==> src/rtl/sysclk_strobe_gen.sv <==
module sysclk_strobe_gen #(
  parameter int DIVW      = 3,
  parameter int DIV_MAX   = 6,
  parameter int NORM_MDIV = 4,
  parameter int FAST_MDIV = 3,
  parameter int BO_SLOTS  = 8
) (
  input  logic            clk,
  input  logic            rst,
  input  logic [1:0]      fmode,
  input  logic [DIVW-1:0] proc_div,
  input  logic            ce_fast,
  input  logic            emu_off,
  input  logic            sleep,
  input  logic            brownout,
  output logic            proc_en,
  output logic            ce_en,
  output logic            smp_en,
  output logic            emu_en
);
  localparam int MMAX = (NORM_MDIV > FAST_MDIV) ? NORM_MDIV : FAST_MDIV;
  localparam int MCW  = (MMAX > 1) ? $clog2(MMAX) : 1;
  localparam int PCW  = DIV_MAX + 2;
  localparam int BOW  = (BO_SLOTS > 1) ? $clog2(BO_SLOTS) : 1;
  localparam int NOUT = 4;

  logic [1:0]      md_req, md_act;
  logic [MCW-1:0]  mcnt, mlim;
  logic            mck_en;
  logic [DIVW-1:0] div_req, div_act;
  logic [PCW-1:0]  pcnt, plim;
  logic            p_term;
  logic            ph, fast_on;
  logic [NOUT-1:0] raw, gate;

  assign md_req  = sleep ? 2'b00 : fmode;
  assign mlim    = (md_act == 2'b01) ? MCW'(FAST_MDIV - 1) : MCW'(NORM_MDIV - 1);
  assign mck_en  = (mcnt == mlim);

  always_ff @(posedge clk) begin
    if (rst) begin
      mcnt   <= '0;
      md_act <= 2'b00;
    end else if (mck_en) begin
      mcnt   <= '0;
      md_act <= md_req;
    end else begin
      mcnt   <= mcnt + 1'b1;
    end
  end

  assign div_req = (proc_div > DIVW'(DIV_MAX)) ? DIVW'(DIV_MAX) : proc_div;
  assign plim    = PCW'((1 << (int'(div_act) + 2)) - 1);
  assign p_term  = mck_en && (pcnt == plim);

  always_ff @(posedge clk) begin
    if (rst) begin
      pcnt    <= '0;
      div_act <= '0;
    end else if (p_term) begin
      pcnt    <= '0;
      div_act <= div_req;
    end else if (mck_en) begin
      pcnt    <= pcnt + 1'b1;
    end
  end

  always_ff @(posedge clk) begin
    if (rst) begin
      ph      <= 1'b0;
      fast_on <= 1'b0;
    end else if (mck_en) begin
      ph <= ~ph;
      if (ph) fast_on <= ce_fast && (md_req == 2'b10);
    end
  end

  assign raw[0] = p_term;
  assign raw[1] = mck_en && (ph || fast_on);
  assign raw[2] = mck_en && ph;
  assign raw[3] = mck_en && !emu_off && ((pcnt == plim) || (pcnt == (plim >> 1)));

  for (genvar g = 0; g < NOUT; g++) begin : g_thin
    logic [BOW-1:0] bcnt;
    assign gate[g] = brownout && (bcnt == BOW'(BO_SLOTS - 1));
    always_ff @(posedge clk) begin
      if (rst || !brownout) bcnt <= '0;
      else if (raw[g])      bcnt <= gate[g] ? '0 : bcnt + 1'b1;
    end
  end

  assign {emu_en, smp_en, ce_en, proc_en} = raw & ~gate;
endmodule


==> config.mk <==
export PLATFORM = sky130hd
export DESIGN_NAME = sysclk_strobe_gen
export DESIGN_NICKNAME = d
export VERILOG_FILES = /design/src/rtl/sysclk_strobe_gen.sv
export SDC_FILE = /design/constraint.sdc
export NUM_CORES = 1
export LEC_CHECK = 0
export BUFFER_PORTS_ARGS = -buffer_cell sky130_fd_sc_hd__buf_2
export CORE_ASPECT_RATIO = 1.4
export CORE_MARGIN = 2
export CORE_UTILIZATION = 30
export DETAILED_ROUTE_END_ITERATION = 8
export PLACE_DENSITY = 0.52
export RECOVER_POWER = 25
export SETUP_SLACK_MARGIN = 0.4
export SLEW_MARGIN = 20
export SYNTH_ARGS = -nofsm -noshare
export SYNTH_HDL_FRONTEND = slang
export SYNTH_SLANG_ARGS = --single-unit
==> constraint.sdc <==
create_clock -name clk -period 5.5 [get_ports clk]
set_input_delay 0 -clock clk [delete_from_list [all_inputs] [get_ports clk]]
set_output_delay 0 -clock clk [all_outputs]
set_load 0.005 [all_outputs]
== After elaboration in Yosys (flattened, before gate mapping) ==
Cells that the tools add are included.
W data, S select, Z words.

* Word-level logic and storage cells: 57
* Flip-flop bits (word level): 29

* Bitwise operators: 3
* $lt $le $gt $ge: 1
* Mux-type cells: 7
* Shifts and indexed selects: 1
* Add/subtract/negate cells: 8
* Reduce and logical (&&, ||, !) cells: 18
* Equality and inequality tests: 9

{| class="wikitable"
|+ Operator list
! kind !! count
|-
| $mux W3 || 5
|-
| $add A3 B1 Y3 const B || 4
|-
| $eq A3 B3 Y1 const B || 4
|-
| $logic_and A1 B1 Y1 || 10
|-
| $add A8 B1 Y8 const B || 1
|-
| $eq A8 B7 Y1 || 1
|-
| $eq A8 B8 Y1 || 1
|-
| $shl A1 B4 Y8 const A || 1
|-
| $sub A8 B2 Y8 const B || 1
|-
| $add A3 B2 Y4 const B || 1
|-
| $and A4 B4 Y4 || 1
|-
| $not A4 Y4 || 1
|-
| $reduce_or A2 Y1 || 2
|-
| $gt A3 B3 Y1 const B || 1
|-
| $logic_or A1 B1 Y1 || 3
|-
| $add A2 B1 Y2 const B || 1
|-
| $eq A2 B1 Y1 const B || 1
|-
| $eq A2 B2 Y1 || 1
|-
| $eq A2 B2 Y1 const B || 1
|-
| $logic_not A1 Y1 || 2
|-
| $mux W2 || 1
|-
| $reduce_and A2 Y1 || 1
|-
| $mux W1 || 1
|-
| $not A1 Y1 || 1
|}

== Longest topological paths before layout ==
* Word-level depth: 7
* Gate-level depth with buffers: 12

== Least setup slack after synthesis ==
No wires, ideal clock.

* Path kind: register to register
* From: register div_act[1]
* To: register g_thin[0].bcnt[0]
* Buffers on the path: 1
* Data arrival time: 3452 ps
* Clock period less this slack: 3580 ps
* Stages on the path, launching flop included: 12
* Required time: 5371 ps
* Setup slack: 1920 ps
* Library setup time: 129 ps
* Path through: dfxtp_1 > inv_1 > ha_1 > or4b_2 > ha_1 > xnor2_1 > or3_1 > a211o_1 > a2111oi_1 > buf_4 > mux2i_1 > nor2_1

* Longest elaborated chain between the ends: 5

{| class="wikitable"
|+ Ends and longest elaborated chain
! item !! line !! source
|-
| start: declaration || 30 || <nowiki>logic [DIVW-1:0] div_req, div_act;</nowiki>
|-
| start signal: assignment || 62 || <nowiki>div_act <= div_req;</nowiki>
|-
| $add A3 B2 Y4 || 53 || <nowiki>assign plim = PCW'((1 << (int'(div_act) + 2)) - 1);</nowiki>
|-
| $shl A1 B4 Y8 || 53 ||
|-
| $sub A8 B2 Y8 || 53 ||
|-
| $eq A8 B8 Y1 || 54 || <nowiki>assign p_term = mck_en && (pcnt == plim);</nowiki>
|-
| $logic_and A1 B1 Y1 || 54 ||
|-
| end signal: assignment || 88 || <nowiki>else if (raw[g]) bcnt <= gate[g] ? '0 : bcnt + 1'b1;</nowiki>
|-
| end: declaration || 84 || <nowiki>logic [BOW-1:0] bcnt;</nowiki>
|}

Every way passes these cells.
A chain may end at the register's enable or synchronous reset.

== Worst setup path in the final report ==
* From: register div_act[1]
* To: output proc_en

* Longest elaborated chain between the ends: 6

{| class="wikitable"
|+ Ends and longest elaborated chain
! item !! line !! source
|-
| $add A3 B2 Y4 || 53 ||
|-
| $shl A1 B4 Y8 || 53 ||
|-
| $sub A8 B2 Y8 || 53 ||
|-
| $eq A8 B8 Y1 || 54 ||
|-
| $logic_and A1 B1 Y1 || 54 ||
|-
| $and A4 B4 Y4 || 92 || <nowiki>assign {emu_en, smp_en, ce_en, proc_en} = raw & ~gate;</nowiki>
|-
| end: declaration || 16 || <nowiki>output logic proc_en,</nowiki>
|}

Every way passes these cells.

==> summary.txt <==
Status
  – Outcome: finished clean

Placement
  – Port Buffers: 14
  – RePlAce Congestion: 0.787
  – Final HPWL from detailed placement: 2.74 mm

Hold path
  – Hold crit path type: input port to flip-flop
  – Hold Path Sink: md_act[1]$_SDFFE_PP0N_
  – Worst hold path depth: 3
  – Worst hold start: fmode[1]

Drt
  – Final ANT Viol Nets: 0
  – Remaining routing DRC violations: 0
  – Post-Route WL: 3.64 mm
  – Drt initial violations: 42
  – DR vias/cell: 4.98
  – Drt wl/cell: 12.4 um
  – Vias: roughly 1,500
  – Router iterations before antenna repair: 3

Cells and area
  – Final core occ: 0.354
  – Nets: around 250
  – Share of layout cells above drive strength 1: 0.147
  – # diodes: 0
  – Area grow syn2layout: 15.0%

Clocking
  – Reg clk slew, reported paths: 0.06 ns
  – Root buf cell: clkbuf_8
  – Clock sink count: 29
  – CTS resizes: 0
  – CTS tree: built
  – Cts bufs inserted: 5
  – Clock Latency Late Sink: about 0.28 ns
  – H-tree levels: 2
  – Post-CTS Setup Repair Bufs: 0
  – CTS Buffer Depth: 2

Floorplanning
  – Die height: 95.2 um
  – Die X: 69.1 um
  – CORE AREA: 5780 um^2
  – Number of I/O pins: 15
  – Starting Density: 0.308
  – Core Rows: 33
  – Die area: approximately 6600 um^2

Pwr
  – Pwr Total: around 0.43 mW
  – Leakage power: approximately 0.80 nW
  – Worst IR Drop VDD: 0.133 mV
  – PwrDens: 209 nW/um^2

Global route
  – Grt total ovfl: 0
  – Vias in the first global route: 1,463
  – Largest net degree at the start of global routing: 16
  – Global Route Usage Sum: 0.119
  – Initial antenna violation count: 0
  – First-pass GRT wire length: 6.29 mm

Synth
  – Warning count from the yosys run: 0
  – Post-synth EDFFs: 0
  – Synth Instances: slightly above 200
  – Mapped Nets: 230
  – Mapped Area: 1780 um^2
  – Sequential share of the synthesized area: 0.326
  – Seq cells post-synth: 29
  – Avg Inst Size Synth: 8.73 um^2
  – Unique masters post-synth: 47
  – Ys async rst share: 0
  – Post-synth top flop: dfxtp_1

Worst setup path
  – Worst EP required: 5.50 ns
  – Crit path largest cell delay: ~0.66 ns
  – Crit Reg-Reg Startpoint: div_act[1]$_SDFFE_PP0P_
  – CP cell instances: inv_1, ha_1, or4b_2, ha_1, xnor2_1, or3_1, a211o_1, a2111oi_2, buf_4, a21boi_0, buf_2
  – Crit Reg-Reg Endpoint: g_thin[3].bcnt[0]$_SDFFE_PP0P_
  – Crit-path max FO: 12
  – CP max stage cell: or4b_2
  – CP Capture Type: output pin
  – Register-to-Register Path Depth: 10
  – Worst Setup Start Kind: flip-flop
  – Worst EP arrival: 4.05 ns
  – Crit Path Class: flip-flop to output pin
  – Crit-path most repeated cell: ha_1
  – R2R Setup Slk: 1.67 ns

STA
  – Final Slew Violations: 0
  – Final setup viols: 0
  – Rel. slew slack: 0.527
  – Fmax: ~250 MHz
  – RSZ-0062 raised after global routing: no
  – Worst clock skew: 0.0103 ns
  – Final hold vios: 0
  – Period minus WS final: slightly above 4 ns
  – Slew @ Worst Pin: 0.710 ns
  – Final setup TNS: 0 ns
  – Hold slack: 0.0102 ns
  – Period utilization: 0.737

Run
  – Max cap viols: 0
[layout by cell type, fill, tap and decap left out, types with 3 or more instances in the layout]
master / n
xnor2_1: 14
nor4_1: 3
ha_1: 15
or3_1: 4
nand3_1: 9
inv_1: 6
buf_2: 14
nor2_1: 20
nand2_1: 16
dfxtp_1: 29
dlygate4sd3_1: 5
nor3_1: 7
mux2i_1: 5
xor2_1: 7
a21oi_1: 15
nand2b_1: 5
clkbuf_8: 5
[power breakdown]
part	total [mW]	leakage, nW	switching (mW)	internal, mW
combinational	0.0358	0.518	0.0189	0.0168
sequential	0.222	0.234	0.00753	0.215
clock	0.170	0.0439	0.0830	0.0870
[worst max-delay path by stage]
stage / start / depth (start not counted) / endpoint / slack [ns]
final: div_act[1]$_SDFFE_PP0P_ / 11 / proc_en / 1.45
after global routing: div_act[1]$_SDFFE_PP0P_ / 11 / proc_en / 1.20
after CTS: div_act[1]$_SDFFE_PP0P_ / 11 / proc_en / 1.43
after detailed placement: div_act[1]$_SDFFE_PP0P_ / 11 / div_act[2]$_SDFFE_PP0P_ / 1.69
after global placement: div_act[1]$_SDFFE_PP0P_ / 11 / div_act[1]$_SDFFE_PP0P_ / 1.72
after floorplan: div_act[1]$_SDFFE_PP0P_ / 11 / g_thin[0].bcnt[0]$_SDFFE_PP0P_ / 1.92
[logic make-up after synthesis]
family	synth area share
DFF	0.326
AOI/OAI and AO/OA	0.126
and+or+nand+nor	0.261
buffers and inverters	0.0365
adders and majority gates	0.105
xor gates and xnor gates	0.116
muxes	0.0281
[worst max-delay path, delay by kind of cell (launching register included)]
kind	cells	cell delay [ns]
compound gates	3	0.91
xor+xnor	1	0.17
fa+ha+maj	2	0.67
buf+inv	3	0.46
flops	1	0.53
simple gates	2	1.03
[flip-flops by register name (all words and copies together), names as in the netlist]
register / cells
div_act: 3
fast_on: 1
g_thin.bcnt: 12
md_act: 2
ph: 1
pcnt: 8
mcnt: 2
[through the flow]
step | area (um^2) | setup WS, ns | cells
2_1_floorplan | 1780 | 1.92 | 204
3_3_place_gp | 1920 | 1.72 | 281
3_5_place_dp | 1920 | 1.69 | 281
4_1_cts | 2050 | 1.43 | 294
5_1_grt | 2050 | 1.20 | 294
6_report | 2050 | 1.45 | 294
[Yosys cell counts (all sizes together), types with 6 or more instances]
master | count | area (um^2)
dfxtp | 29 | 581
nor2 | 20 | 75.1
a21oi | 16 | 83.8
nand2 | 16 | 60.1
ha | 15 | 188
xnor2 | 14 | 123
nand3 | 9 | 45.0
nor3 | 7 | 35.0
xor2 | 7 | 61.3
inv | 6 | 22.5
[area by class of cell]
| cell class | count | area [um^2] |
|---|---|---|
| Fill cell | 605 | 3730 |
| Multi-Input combinational cell | 160 | 1140 |
| Sequential cell | 29 | 581 |
| Timing Repair Buffer | 21 | 131 |
| Tap cell | 70 | 87.6 |
| Clock buffer | 5 | 68.8 |
| Inverter | 6 | 22.5 |
| Clock inverter | 3 | 17.5 |
[layer usage]
layer / track usage / share of wire / vias to the layer above
met4: 0.0637 / 0.032 / 0
li1: - / - / 767
met3: 0.0254 / 0.020 / 11
met1: 0.118 / 0.42 / 670
met5: 0 / 0 / -
met2: 0.229 / 0.52 / 15
[what timing repair did]
item,4_1_cts,5_1_grt
hold buffers,5,0
hold endpoints to repair,4,0
setup endpoints to repair,0,0
(Power assumes the default switching activity.)
